`src/rtl/bitops_pkg.sv`:
```
package bitops_pkg;

    typedef enum logic [3:0] {
        OP_ROTR   = 4'd0,
        OP_ROTL   = 4'd1,
        OP_SHR    = 4'd2,
        OP_SHL    = 4'd3,
        OP_CROTR  = 4'd4,
        OP_CROTL  = 4'd5,
        OP_SAR    = 4'd6,
        OP_MIRROR = 4'd7,
        OP_ANDN   = 4'd8,
        OP_AND    = 4'd9,
        OP_OR     = 4'd10,
        OP_XOR    = 4'd11,
        OP_MRG_C  = 4'd12,
        OP_MRG_NC = 4'd13,
        OP_MRG_Z  = 4'd14,
        OP_MRG_NZ = 4'd15
    } op_e;

    typedef struct packed {
        logic z;
        logic c;
    } flags_t;

endpackage

```
`src/rtl/bitops_shift.sv`:
```
module bitops_shift #(
    parameter int W  = 32,
    parameter int AW = $clog2(W)
) (
    input  logic [W-1:0]  d,
    input  logic [AW-1:0] amt,
    input  logic [2:0]    sel,
    input  logic          cin,
    output logic [W-1:0]  res,
    output logic          end_bit
);
    logic [2*W-1:0] dd_r, dd_l, cf_r, cf_l;
    logic [W-1:0]   mirrored;

    // mirror of d, built bit by bit
    for (genvar i = 0; i < W; i++) begin : g_mirror
        assign mirrored[i] = d[W-1-i];
    end

    always_comb begin
        dd_r = {d, d} >> amt;
        dd_l = {d, d} << amt;
        cf_r = {{W{cin}}, d} >> amt;
        cf_l = {d, {W{cin}}} << amt;
        unique case (sel)
            3'd0:    res = dd_r[W-1:0];
            3'd1:    res = dd_l[2*W-1:W];
            3'd2:    res = d >> amt;
            3'd3:    res = d << amt;
            3'd4:    res = cf_r[W-1:0];
            3'd5:    res = cf_l[2*W-1:W];
            3'd6:    res = $unsigned($signed(d) >>> amt);
            default: res = mirrored >> amt;
        endcase
        // right-moving ops and mirror report the low end, left ops the high end
        end_bit = (sel[0] == 1'b0 || sel == 3'd7) ? d[0] : d[W-1];
    end
endmodule

```
`src/rtl/bitops_logic.sv`:
```
module bitops_logic #(
    parameter int W = 32
) (
    input  logic [W-1:0] d,
    input  logic [W-1:0] s,
    input  logic         merge,
    input  logic [1:0]   sel,
    input  logic         zin,
    input  logic         cin,
    output logic [W-1:0] res
);
    logic fill;

    always_comb begin
        unique case (sel)
            2'd0:    fill = cin;
            2'd1:    fill = ~cin;
            2'd2:    fill = zin;
            default: fill = ~zin;
        endcase
        if (merge) begin
            res = (d & ~s) | ({W{fill}} & s);
        end else begin
            unique case (sel)
                2'd0:    res = d & ~s;
                2'd1:    res = d & s;
                2'd2:    res = d | s;
                default: res = d ^ s;
            endcase
        end
    end
endmodule

```
`src/rtl/bitops_exec.sv`:
```
module bitops_exec #(
    parameter int W = 32
) (
    input  logic         clk,
    input  logic         rst_n,
    input  logic [W-1:0] opd_d,
    input  logic [W-1:0] opd_s,
    input  logic [3:0]   op,
    input  logic         wr_z,
    input  logic         wr_c,
    output logic [W-1:0] result,
    output logic         flag_z,
    output logic         flag_c
);
    import bitops_pkg::*;
    localparam int AW = $clog2(W);

    flags_t       flg_d, flg_q;
    logic [W-1:0] sh_res, lg_res;
    logic         sh_end;
    op_e          op_sel;

    assign op_sel = op_e'(op);

    bitops_shift #(.W(W), .AW(AW)) shift_i (
        .d       (opd_d),
        .amt     (opd_s[AW-1:0]),
        .sel     (op[2:0]),
        .cin     (flg_q.c),
        .res     (sh_res),
        .end_bit (sh_end)
    );

    bitops_logic #(.W(W)) logic_i (
        .d     (opd_d),
        .s     (opd_s),
        .merge (op[2]),
        .sel   (op[1:0]),
        .zin   (flg_q.z),
        .cin   (flg_q.c),
        .res   (lg_res)
    );

    always_comb begin
        result = op_sel[3] ? lg_res : sh_res;
        flg_d  = flg_q;
        if (wr_z) flg_d.z = (result == '0);
        if (wr_c) flg_d.c = op_sel[3] ? ^result : sh_end;
    end

    always_ff @(posedge clk or negedge rst_n) begin
        if (!rst_n) flg_q <= '0;
        else        flg_q <= flg_d;
    end

    assign flag_z = flg_q.z;
    assign flag_c = flg_q.c;
endmodule

```
`config.mk`:
```
export PLATFORM = sky130hd
export DESIGN_NAME = bitops_exec
export DESIGN_NICKNAME = d
export VERILOG_FILES = /design/src/rtl/bitops_pkg.sv /design/src/rtl/bitops_shift.sv /design/src/rtl/bitops_logic.sv /design/src/rtl/bitops_exec.sv
export SDC_FILE = /design/constraint.sdc
export NUM_CORES = 1
export LEC_CHECK = 0
export BUFFER_PORTS_ARGS = -buffer_cell sky130_fd_sc_hd__buf_2
export CORE_MARGIN = 10
export CORE_UTILIZATION = 48
export CTS_CLUSTER_DIAMETER = 200
export DETAILED_ROUTE_END_ITERATION = 8
export GPL_TIMING_DRIVEN = 1
export PLACE_DENSITY = 0.64
export SETUP_SLACK_MARGIN = 0.5
export SLEW_MARGIN = 10
export SYNTH_ARGS = -nofsm -noshare
export SYNTH_HDL_FRONTEND = slang
export SYNTH_SLANG_ARGS = --single-unit
```
`constraint.sdc`:
```
create_clock -name clk -period 4 [get_ports clk]
set_input_delay 0.4 -clock clk [delete_from_list [all_inputs] [get_ports clk]]
set_output_delay 0.4 -clock clk [all_outputs]
set_load 0.01 [all_outputs]
```
======== Word level (Yosys, flattened, before mapping) ========
Index checks and enable logic that the tools add are counted.
operators by class
  reduce and logical (&&, ||, !) cells .... 5
  bitwise operators ....................... 10
  $add $sub $neg .......................... 0
  shift-type cells ........................ 8
  magnitude comparators ................... 0
  eq/ne operators ......................... 9
  div/mod/pow operators ................... 0
  multiply operators ...................... 0
  multiplexer cells ....................... 7
operators by type and width
  cell                number
  $pmux 32 s7         1
  $shl 64x5->64       2
  $shr 64x5->32       2
  $and 32x32->32      3
  $pmux 32 s3         1
  $mux 32             2
  $or 32x32->32       2
  $shr 32x5->32       2
  $logic_not 32->1    1
  $not 32->32         1
  $reduce_xor 32->1   1
  $shl 32x5->32       1
  $sshr 32x5->32      1
  $xor 32x32->32      1
  $eq 3x3->1 const B  4
  $eq 3x2->1 const B  2
  $eq 3x1->1 const B  1
  $logic_not 3->1     1
  $not 1->1           3
  $pmux 1 s3          1
  $eq 2x1->1 const B  1
  $eq 2x2->1 const B  1
  $logic_not 2->1     1
  $mux 1              2
  $logic_or 1x1->1    1
storage, ports and cells
  flip-flop bits (word level) ............. 2
  bits in latches ......................... 0
  logic and storage cells ................. 41
  bits of input ports ..................... 72
  memories ................................ 0
  memory bits (writable) .................. 0
  ROM bits ................................ 0
  output and inout bits ................... 34

======== Logic depth before layout (Yosys ltp) ========
  word-level depth ........................ 8
  mapped depth ............................ 22
  depth with buffers taken out ............ 17

======== Modules after synthesis ========
A second synthesis with hierarchy kept.
unflattened totals
  cells, all modules ...................... 1546
  area, all modules ....................... 12179.2 µm²
by module, submodules not included
  module        area each (µm²)  instances  seq. area each (µm²)  cells an instance
  bitops_shift  8023.9           1          0.0                   1028
  bitops_logic  3245.6           1          0.0                   405
  bitops_exec   909.6            1          50.0                  113

======== Least setup slack after synthesis ========
Ideal clock, no wire load.
  path type ............................... input -> register
  from .................................... input port opd_s[2]
  to ...................................... register flg_q (netlist bit flag_c)
  stages .................................. 19
  buffers on the path ..................... 4
  library setup time ...................... 0.125 ns
  arrival time ............................ 3.999 ns
  setup slack ............................. -0.124 ns
  data required time ...................... 3.875 ns
  cells stage by stage .................... inv_2 clkbuf_1 buf_1 buf_2 clkbuf_1 ha_1 o21ai_0 nor3_1 and4b_1 nand4_1 o41ai_1 ha_1 xnor2_1 xnor2_1 xnor2_1 xnor2_1 nor2_1 a31oi_1 mux2_2
between the ends
  cells in the longest elaborated chain, start to end .. 7
  elaborated cells on any way between the ends .. 21
  classes of those cells .................. shift (8); mux (5); bitwise (7); reduce/logical (1)
ends and longest elaborated chain
  item                                                   line               text
  start: declaration                                     bitops_exec.sv:7   input logic [W-1:0] opd_s,
  branches (longest 4 deep; another with $shr 32x5->32)  -
  $mux 32 *                                              bitops_exec.sv:45  result = op_sel[3] ? lg_res : sh_res;
  $reduce_xor 32->1 *                                    bitops_exec.sv:48  if (wr_c) flg_d.c = op_sel[3] ? ^result : sh_end;
  $mux 1 *                                               bitops_exec.sv:48
  end signal: assignment                                 bitops_exec.sv:53  else flg_q <= flg_d;
  end: declaration                                       bitops_exec.sv:18  flags_t flg_d, flg_q;
Mark *: on every way between the ends.
A chain may end at the register's enable or synchronous reset.

======== Final worst setup path ========
  from .................................... input port opd_s[1]
  to ...................................... register flg_q (netlist bit flag_c)
Same word-level chain as after synthesis.

==> impl_metrics.py <==
metrics = {
    "placed_design": {
        "numPlacedInstances": 2595,
        "portBuffers": 105,
        "hpwlAfterDp_um": 67600,
        "gp_congestion": 1.23,
    },
    "timing": {
        "hold_viol": 0,
        "slew-limit-headroom_pct": 18.0,
        "final_max_slew_viol_count": 0,
        "setup_viol_count_final": 1,
        "fmax_mhz": 216,
        "rsz0062_at_grt": "yes",
        "setup_ws_ns": -0.637,
        "final.setup.tns_ns": -0.637,
        "worst_pin_slew_ns": 1.22,
        "fin_crit_sh_pct": 116,
        "finClkSkew_ns": 0.00135,
        "fin_crit_ns": 4.64,
    },
    "clock_tree": {
        "cts-buffers-inserted": 3,
        "htreeDepth": 1,
        "root_buffer": "clkbuf_16",
        "cts_max_path_buffers": 2,
        "cts_sinks": 2,
        "tritoncts": "built",
        "clk_latency_ns": 0.22,
        "path_clk_slew_ns": 0.03,
    },
    "floorplan": {
        "die_w_um": 184,
        "die_h_um": 184,
        "rows": 59,
        "core_mm2": 0.0263,
        "initial_utilization_pct": 49.1,
        "ios": 106,
        "die-area_mm2": 0.0338,
    },
    "drt": {
        "num_vias": 19500,
        "viasPerCell": 7.39,
        "first_pass_iters": 9,
        "drtAntennaViolNets": 0,
        "post_drt_wl_per_cell_um": 33.2,
        "drt-initial-drc-count": 4098,
        "drc": 0,
        "wirelength_um": 87900,
    },
    "status": {
        "violations": "setup timing",
        "status": "finished with violations",
    },
    "power_and_ir_drop": {
        "power_density_mw_per_mm2": 222,
        "power.total_uw": 4420,
        "p_leak_uw": 0.00899,
        "ir_worst_vdd_mv": 0.190,
    },
    "critical_path": {
        "cp-startpoint": "opd_s[1]",
        "cp_max_fo": 5,
        "worstReg2RegStart": "flag_c",
        "crit_arrival_ns": 4.80,
        "start_kind": "input pin",
        "worst_ep_required_time_ns": 4.16,
        "critPathCaptureType": "flop",
        "setup.worst_path.class": "in -> reg",
        "r2r_cells": 20,
    },
    "synth": {
        "synthArstFlopShare_pct": 100,
        "yosys-top-cells-area": "mux4_2 (18%), ha_1 (11%), mux2i_1 (7.2%), nand2_1 (4.1%), mux2_2 (4.1%)",
        "synth_area_mm2": 0.0129,
        "synth_edf_count": 0,
        "yosysTopAreaCell": "mux4_2",
        "seq_area_frac_synth_pct": 0.388,
        "synth_seq_cells": 2,
        "mappedNetlistNets": 1839,
        "synth_ff_type": "dfrtp_1",
        "synth.top_cell.area_share_pct": 17.6,
        "ys_types": 90,
        "syn_inst": 1655,
        "syn-mean-instance-area_um2": 7.79,
        "yosys_warnings": 0,
    },
    "grt": {
        "grt_pass1_wl_um": 122000,
        "grt_usage_pct": 48.8,
        "antenna_found_initial": 2,
        "grt_pass1_vias": 18500,
        "grt_start_max_net_pins": 57,
        "overflow": 0,
    },
    "layout": {
        "fin_cells": 2644,
        "area_growth_pct": 54.0,
        "multiInputGateArea_mm2": 0.0123,
        "fin_nets": 2491,
        "drive_gt1_share_pct": 49.5,
        "seqCellArea_um2": 50.0,
        "fillers": 1987,
    },
    "job": {
        "max-cap-violations": 0,
    },
    "worst_hold_path": {
        "worstHoldStart": "wr_z",
        "holdPathStages": 2,
        "min_path_type": "in -> reg",
    },
}
==> cell usage after synthesis (all sizes together) (6+ instances only) <==
master,count
a31o,7
o31ai,11
a41oi,8
buf,91
a21oi,92
o311ai,12
ha,112
a311oi,8
nor3,37
or2,6
clkbuf,94
a22o,9
o32a,6
mux2,48
mux2i,93
o31a,8
nand2b,15
nand4,9
a22oi,12
o2111ai,10
o21a,9
a21o,12
nor2,136
a221oi,11
o221ai,15
nor4,6
or3,10
nor2b,13
o22ai,25
o21ai,101
o211ai,39
o211a,6
a2111oi,6
a32oi,10
mux4,115
inv,93
a31oi,22
and2,7
a211oi,45
xnor2,16
o41ai,6
nand2,142
nand3,36
==> flip-flops by register name, summed over array words and instances (netlist names) <==
signal / count
flag_z: 1
flag_c: 1
==> layer usage <==
layer | GRT usage (%) | vias up | part of all wire [%]
met5 | 0 | - | 0.013
met4 | 32.5 | 2 | 11
met3 | 20.8 | 665 | 18
met2 | 70.8 | 2112 | 39
met1 | 57.5 | 9012 | 33
li1 | - | 7755 | -
==> cell families (layout without fill, tap and decap cells) <==
family,Yosys count,after routing,synth area share [%]
and+or+nand+nor,442,442,15.8
xor gates and xnor gates,18,18,1.22
other,0,4,0
DFF,2,2,0.388
AOI/OAI and AO/OA,546,546,30.0
buffers and inverters,279,929,9.73
adders and majority gates,112,112,10.9
muxes,256,256,31.9
==> final cells by class <==
class	instances	share of cell area [%]
timing repair buffer	832	33.2
inverter	94	1.81
clock buffer	3	0.378
sequential	2	0.252
multi-input combinational	1374	62.2
antenna	4	0.0504
tap	335	2.11
==> report_power, final <==
part           switching, uW  total (uW)  internal (uW)
clock network           27.2         155            128
registers               7.34        33.8           26.5
logic                   2330        4230           1900
==> critical path, cell delays in order <==
cell and delay (ns):
buf_16 0.12, buf_6 0.12, mux4_2 0.30, buf_6 0.12, buf_6 0.09, mux2i_2 0.07, nand2_1 0.09, o21ai_2 0.08
buf_4 0.14, o211ai_1 0.96, o311ai_1 0.23, buf_4 0.21, o32a_1 0.21, ha_4 0.24, xnor2_1 0.13, xnor2_1 0.26
xnor2_1 0.13, xnor2_1 0.29, buf_4 0.20, nor2_4 0.04, a31oi_4 0.18, mux2_4 0.17
==> repair_timing <==
item	CTS	global route
gates cloned	2	1
hold buffers	1	0
setup endpoints to repair	13	10
pin swaps	44	30
hold endpoints to repair	2	0
resized for setup	161	64
buffers inserted	25	13
==> through the flow <==
stage               hold WS (ns)  setup slack (ns)  area, um2  utilization [%]
global route               0.457            -0.570      19800             75.5
global placement           0.191            -0.943      18400             70.2
floorplan                  0.104             0.375      13000                -
finish                     0.455            -0.637      19900             75.6
detailed placement         0.191            -0.923      18400             70.2
CTS                        0.440           -0.0901      19500             74.1
==> cell usage in the layout, fill, tap and decap left out, types with 33 or more instances in the layout <==
cell	netlist	routed
buf_4	12	681
mux2i_1	93	80
nor2_1	135	131
nand3_1	35	33
a21oi_1	92	85
ha_1	112	102
o21ai_0	95	79
mux4_2	101	109
o211ai_1	39	39
inv_1	91	88
mux2_2	47	38
nand2_1	142	141
buf_2	54	91
a211oi_1	45	37
==> path summary, 6_finish.rpt <==
| check | slack (ns) | end |
|---|---|---|
| setup reg to reg | -0.28 | flag_c |
| setup / recovery | -0.64 | flag_c |
| min in group asynchronous | 0.51 | flag_z |
| max in group asynchronous | 3.40 | flag_c |
| hold reg to reg | 0.66 | flag_z |
| hold / removal | 0.45 | flag_z |
Power figures use the tool's default switching activity.
